$ cat src/rtl/ptw_pkg.sv
package ptw_pkg;
  typedef enum logic [1:0] {
    CAUSE_NONE    = 2'b00,
    CAUSE_BOUNDS  = 2'b01,
    CAUSE_INVALID = 2'b10,
    CAUSE_PERM    = 2'b11
  } cause_e;

  typedef struct packed {
    logic valid;
    logic rd;
    logic wr;
  } perm_t;
endpackage

$ cat src/rtl/ptw_table.sv
module ptw_table
  import ptw_pkg::*;
#(
  parameter int VPN_W   = 6,
  parameter int FRAME_W = 8
) (
  input  logic               clk_i,
  input  logic               rst_ni,
  input  logic               we_i,
  input  logic [VPN_W-1:0]   widx_i,
  input  perm_t              wperm_i,
  input  logic [FRAME_W-1:0] wframe_i,
  input  logic [VPN_W-1:0]   ridx_i,
  output perm_t              rperm_o,
  output logic [FRAME_W-1:0] rframe_o
);
  localparam int ENTRIES = 1 << VPN_W;

  perm_t              perm_q  [ENTRIES];
  logic [FRAME_W-1:0] frame_q [ENTRIES];

  for (genvar g = 0; g < ENTRIES; g++) begin : g_ent
    logic hit;
    assign hit = we_i && (widx_i == VPN_W'(g));
    always_ff @(posedge clk_i or negedge rst_ni) begin
      if (!rst_ni) begin
        perm_q[g]  <= '0;
        frame_q[g] <= '0;
      end else if (hit) begin
        perm_q[g]  <= wperm_i;
        frame_q[g] <= wframe_i;
      end
    end
  end

  assign rperm_o  = perm_q[ridx_i];
  assign rframe_o = frame_q[ridx_i];

  // a write is visible at the read port once its edge has passed
  p_write_lands_r9: assert property (@(posedge clk_i) disable iff (!rst_ni)
    we_i |=> (perm_q[$past(widx_i)] == $past(wperm_i)) &&
             (frame_q[$past(widx_i)] == $past(wframe_i)));
endmodule

$ cat src/rtl/ptw_check.sv
module ptw_check
  import ptw_pkg::*;
#(
  parameter int VPN_W = 6
) (
  input  logic [VPN_W-1:0] vpn_i,
  input  logic [VPN_W:0]   len_i,
  input  perm_t            perm_i,
  input  logic             is_wr_i,
  output cause_e           cause_o
);
  logic in_range;
  logic allowed;

  assign in_range = {1'b0, vpn_i} < len_i;
  assign allowed  = is_wr_i ? perm_i.wr : perm_i.rd;

  // bounds first, then valid, then permission
  always_comb begin
    if (!in_range)          cause_o = CAUSE_BOUNDS;
    else if (!perm_i.valid) cause_o = CAUSE_INVALID;
    else if (!allowed)      cause_o = CAUSE_PERM;
    else                    cause_o = CAUSE_NONE;
  end

  // out of range never reports an entry-level cause
  always_comb begin
    if ({1'b0, vpn_i} >= len_i)
      p_bounds_first_r5: assert (cause_o == CAUSE_BOUNDS);
  end
endmodule

$ cat src/rtl/ptw_translate.sv
module ptw_translate
  import ptw_pkg::*;
#(
  parameter int VA_W    = 16,
  parameter int OFF_W   = 10,
  parameter int FRAME_W = 8,
  localparam int VPN_W  = VA_W - OFF_W,
  localparam int PA_W   = FRAME_W + OFF_W
) (
  input  logic               clk_i,
  input  logic               rst_ni,
  input  logic               req_valid_i,
  input  logic               req_wr_i,
  input  logic [VA_W-1:0]    req_va_i,
  input  logic               tbl_we_i,
  input  logic [VPN_W-1:0]   tbl_idx_i,
  input  logic               tbl_valid_i,
  input  logic               tbl_rd_i,
  input  logic               tbl_wr_i,
  input  logic [FRAME_W-1:0] tbl_frame_i,
  input  logic               len_we_i,
  input  logic [VPN_W:0]     len_i,
  output logic               rsp_valid_o,
  output logic               rsp_err_o,
  output logic [1:0]         rsp_cause_o,
  output logic [PA_W-1:0]    rsp_pa_o
);
  logic [VPN_W-1:0]   vpn;
  logic [OFF_W-1:0]   off;
  logic [VPN_W:0]     len_q;
  perm_t              ent_perm;
  logic [FRAME_W-1:0] ent_frame;
  cause_e             cause;

  logic               valid_q;
  logic               err_q;
  cause_e             cause_q;
  logic [PA_W-1:0]    pa_q;

  assign vpn = req_va_i[VA_W-1:OFF_W];
  assign off = req_va_i[OFF_W-1:0];

  always_ff @(posedge clk_i or negedge rst_ni) begin
    if (!rst_ni)       len_q <= '0;
    else if (len_we_i) len_q <= len_i;
  end

  ptw_table #(.VPN_W(VPN_W), .FRAME_W(FRAME_W)) u_table (
    .clk_i    (clk_i),
    .rst_ni   (rst_ni),
    .we_i     (tbl_we_i),
    .widx_i   (tbl_idx_i),
    .wperm_i  ('{valid: tbl_valid_i, rd: tbl_rd_i, wr: tbl_wr_i}),
    .wframe_i (tbl_frame_i),
    .ridx_i   (vpn),
    .rperm_o  (ent_perm),
    .rframe_o (ent_frame)
  );

  ptw_check #(.VPN_W(VPN_W)) u_check (
    .vpn_i   (vpn),
    .len_i   (len_q),
    .perm_i  (ent_perm),
    .is_wr_i (req_wr_i),
    .cause_o (cause)
  );

  always_ff @(posedge clk_i or negedge rst_ni) begin
    if (!rst_ni) begin
      valid_q <= 1'b0;
      err_q   <= 1'b0;
      cause_q <= CAUSE_NONE;
      pa_q    <= '0;
    end else begin
      valid_q <= req_valid_i;
      if (req_valid_i) begin
        err_q   <= (cause != CAUSE_NONE);
        cause_q <= cause;
        pa_q    <= (cause == CAUSE_NONE) ? {ent_frame, off} : '0;
      end
    end
  end

  assign rsp_valid_o = valid_q;
  assign rsp_err_o   = err_q;
  assign rsp_cause_o = cause_q;
  assign rsp_pa_o    = pa_q;

  p_rsp_follows_req_r2: assert property (@(posedge clk_i) disable iff (!rst_ni)
    req_valid_i |=> rsp_valid_o);
  p_no_stray_rsp_r2: assert property (@(posedge clk_i) disable iff (!rst_ni)
    !req_valid_i |=> !rsp_valid_o);
  p_offset_pass_r3: assert property (@(posedge clk_i) disable iff (!rst_ni)
    req_valid_i |=> (rsp_err_o || rsp_pa_o[OFF_W-1:0] == $past(req_va_i[OFF_W-1:0])));
  p_err_zero_pa_r11: assert property (@(posedge clk_i) disable iff (!rst_ni)
    (rsp_valid_o && rsp_err_o) |-> (rsp_pa_o == '0));
  p_err_has_cause_r8: assert property (@(posedge clk_i) disable iff (!rst_ni)
    rsp_valid_o |-> (rsp_err_o == (rsp_cause_o != 2'b00)));
endmodule

$ cat config.mk
export PLATFORM = sky130hd
export DESIGN_NAME = ptw_translate
export DESIGN_NICKNAME = d
export VERILOG_FILES = /design/src/rtl/ptw_pkg.sv /design/src/rtl/ptw_table.sv /design/src/rtl/ptw_check.sv /design/src/rtl/ptw_translate.sv
export SDC_FILE = /design/constraint.sdc
export NUM_CORES = 1
export LEC_CHECK = 0
export CELL_PAD_IN_SITES_DETAIL_PLACEMENT = 1
export CELL_PAD_IN_SITES_GLOBAL_PLACEMENT = 2
export CORE_AREA = 2 2 270 272
export DETAILED_ROUTE_END_ITERATION = 10
export DIE_AREA = 0 0 272 274
export GPL_ROUTABILITY_DRIVEN = 0
export PLACE_DENSITY_LB_ADDON = 0.1
export SYNTH_ARGS = -nofsm -noshare
export SYNTH_HDL_FRONTEND = slang
export SYNTH_SLANG_ARGS = --single-unit
export TNS_END_PERCENT = 5
$ cat constraint.sdc
create_clock -name clk_i -period 2.5 [get_ports clk_i]
set_input_delay 0.75 -clock clk_i [delete_from_list [all_inputs] [get_ports clk_i]]
set_output_delay 0.75 -clock clk_i [all_outputs]
set_load 0.02 [all_outputs]
==> metrics.md <==
| Metric | Value |
|---|---|
| Pwr/cell area | `between 700 and 800 nW/um2` |
| Global route total overflow | `0` |
| Fin. max-slew vios | `0` |
| Syn Area/Cell | `around 16 um2` |
| Total track usage | `0.259` |
| Yosys reg bits | `~730` |
| Hold Violations, Final | `0` |
| Die area | `74,500 um2` |
| Max Buffers Root-to-Sink | `3` |
| R2R depth | `10` |
| M3 GR Usage | `0.0362` |
| Fillers | `~6,500` |
| Failing checks | `setup timing` |
| Syn nets | `approximately 2,200` |
| Num ports | `68` |
| Seq/Total Area, Yosys | `0.550` |
| Core area | `roughly 70,000 um2` |
| Cells after Synth | `approximately 2,100` |
| Post-Route WL | `between 90 and 100 mm` |
| Mapped cell area | `approximately 33,000 um2` |
| Initial core utilization | `0.463` |
| Per-cell routed wire length | `~29 um` |
| Clk root buf | `clkbuf_16` |
| Leakage power | `0.0191 uW` |
| Min Tclk post-route | `about 2.6 ns` |
| ANT nets after route | `0` |
| Relative slew slack | `0.239` |
| Vias in the first global route | `around 22,000` |
| # setup viols final | `19` |
| CP endpoint kind | `flip-flop` |
| GRT busiest layer | `met2` |
| Clock sinks | `about 730` |
| Vias per cell | `5.83` |
| Crit path kind | `in -> reg` |
| TritonCTS clock tree | `built` |
| GR Util met2 | `0.450` |
| Worst-skew pair later-pin latency | `0.63 ns` |
| Starting DRT DRC Count | `roughly 980` |
| Crit Path Max Fanout | `10` |
| Global-route wire length before repair | `roughly 140 mm` |
| Maxcap violations | `0` |
| Total clock buffers created by CTS | `between 80 and 90` |
| Number of synthesized flops with an enable pin | `0` |
| Clk slew on worst S/H paths | `0.05 ns` |
| Worst EP required | `a little over 3 ns` |
| Row cnt | `99` |
| Cells after DPL | `between 3,000 and 4,000` |
| Share of post-route cells with drive strength above 1 | `0.569` |
| Yosys warns | `0` |
| Unrepaired setup endpoints after global routing | `true` |
| Vias | `about 20,000` |
| Chip height | `274 um` |
| Final cell count without fillers | `3,371` |
| Worst hold path class | `reg -> reg` |
| Pin count of the biggest net entering global routing | `91` |
| Worst Hold Margin | `0.498 ns` |
| Initial antenna violation count | `1` |
| Post-synthesis cell type count | `45` |
| Port bufs | `67` |
| Clock skew | `around 0.020 ns` |
| Final worst path period share | `1.03` |
| Area Overhead vs Synth | `23.2%` |
| DR DRC count | `0` |
| DRT Pass-1 Iters | `5` |
| VDD IR max | `between 600 and 700 uV` |
| Die Width | `272 um` |
| Met1 global-route usage | `0.342` |
| Sum Neg Setup Slack | `-0.853 ns` |
| # H-tree levels | `3` |
| Nets | `2,395` |
| CP Data Arrival Time | `approximately 3.1 ns` |
| Hold path cells | `1` |
| Status | `finished, violations left` |
| Synth async-reset ratio | `1.00` |
| Post-synth top flop | `dfrtp_1` |
| Placed wire-length estimate | `about 61 mm` |
| Final setup margin | `-0.0718 ns` |
| Max Clk Rate | `around 400 MHz` |
| Slew @ Worst Pin | `~1.1 ns` |
| Startpoint types | `input pin` |
## cell type report
class	instances	area [um2]	area share
tap	959	1200	0.0292
inverter	9	33.8	0.000823
multi-input combinational	1165	14200	0.346
antenna	1	2.50	0.0000609
sequential	733	18300	0.447
clock inverter	20	315	0.00768
clock buffer	132	2560	0.0625
timing repair buffer	352	4410	0.107
## report_power, final
| part | switching [uW] | internal, uW |
|---|---|---|
| clock network | 4940 | 7750 |
| logic | 1840 | 2560 |
| registers | 808 | 13400 |
| total | 7580 | 23700 |
## per-layer routing
| metal | wire length, um | vias to the layer above |
|---|---|---|
| met5 | 0 | - |
| met4 | 2560 | 0 |
| met3 | 2870 | 130 |
| met2 | 49500 | 334 |
| met1 | 41500 | 10900 |
| li1 | - | 8324 |
## cell families after synthesis
family,share of synthesized area
multiplexers,0.382
flip-flops,0.550
buffers and inverters,0.0281
AND/OR/NAND/NOR,0.0214
AO/OA/AOI/OAI,0.0162
adder cells (fa/ha/maj),0.00188
## state kept, by name, indices dropped and copies added (netlist names)
| name | count |
|---|---|
| u_table.perm_q | 192 |
| rsp_valid_o | 1 |
| rsp_pa_o | 18 |
| rsp_err_o | 1 |
| len_q | 7 |
| u_table.frame_q | 512 |
| rsp_cause_o | 2 |
## per-stage QoR
step                       util  total power (uW)  area [um2]  setup slack (ns)
after global placement    0.519             18400       37400             -1.06
after detailed placement  0.519             18600       37400             -1.08
after floorplan               -             16900       33500            -0.271
after CTS                 0.560             31500       40300           -0.0526
after global routing      0.571             32600       41100           -0.0810
final                     0.571             31300       41100           -0.0718
## final timing paths
kind | start | slack, ns | endpoint
max | req_va_i[11] | -0.07 | rsp_pa_o[7]$_DFFE_PN0P_
min | u_table.frame_q[40]$_DFFE_PN0P_ | 0.50 | u_table.frame_q[40]$_DFFE_PN0P_
max reg2reg | u_table.perm_q[24]$_DFFE_PN0P_ | 0.05 | rsp_pa_o[16]$_DFFE_PN0P_
min reg2reg | u_table.frame_q[40]$_DFFE_PN0P_ | 0.50 | u_table.frame_q[40]$_DFFE_PN0P_
max in group asynchronous | rst_ni | 1.04 | u_table.frame_q[269]$_DFFE_PN0P_
min in group asynchronous | rst_ni | 0.63 | u_table.frame_q[207]$_DFFE_PN0P_
## cell usage after synthesis (11+ instances only)
| library cell | n | area share |
|---|---|---|
| nand2_1 | 73 | 0.0082 |
| dfrtp_1 | 733 | 0.55 |
| buf_2 | 13 | 0.0020 |
| mux2i_1 | 20 | 0.0060 |
| a22oi_1 | 17 | 0.0038 |
| nand2b_1 | 12 | 0.0023 |
| nor2_1 | 33 | 0.0037 |
| mux2_2 | 713 | 0.24 |
| a22o_1 | 22 | 0.0058 |
| mux4_2 | 200 | 0.14 |
| buf_6 | 11 | 0.0037 |
| buf_1 | 38 | 0.0043 |
| clkbuf_1 | 136 | 0.015 |
## cells in the final DEF (no fill, tap or decap), drive strengths merged, types with 6 or more instances in the layout
master	synthesis	final
dfrtp	733	733
mux2	713	713
buf	70	290
mux4	200	200
clkbuf	136	142
nand2	73	73
clkdlybuf4s50	0	44
nor2	33	33
a22o	22	22
mux2i	20	20
a22oi	17	17
nand2b	12	12
clkinv	0	11
inv	9	10
o21ai	10	10
nor2b	8	8
bufinv	0	7
nor3	6	6
nand4	6	6
dlygate4sd2	0	6
## critical path: stages
cell	delay, ns
buf_8	0.13
buf_16	0.15
buf_12	0.14
nor2b_4	0.14
a22o_1	0.26
o21ai_2	0.17
buf_6	0.15
nand4_1	0.26
a41oi_2	0.29
nor2b_4	0.21
buf_12	0.13
clkbuf_16	0.17
a22o_1	0.13
## timing repair
| action | CTS | global route |
|---|---|---|
| hold endpoints to repair | 1 | 0 |
| pin swaps | 2 | 10 |
| hold buffers | 1 | 0 |
| gates resized for setup | 24 | 42 |
| setup buffers | 0 | 34 |
| gates cloned | 0 | 10 |
| endpoints found under the setup margin | 28 | 61 |
(Power assumes the default switching activity.)
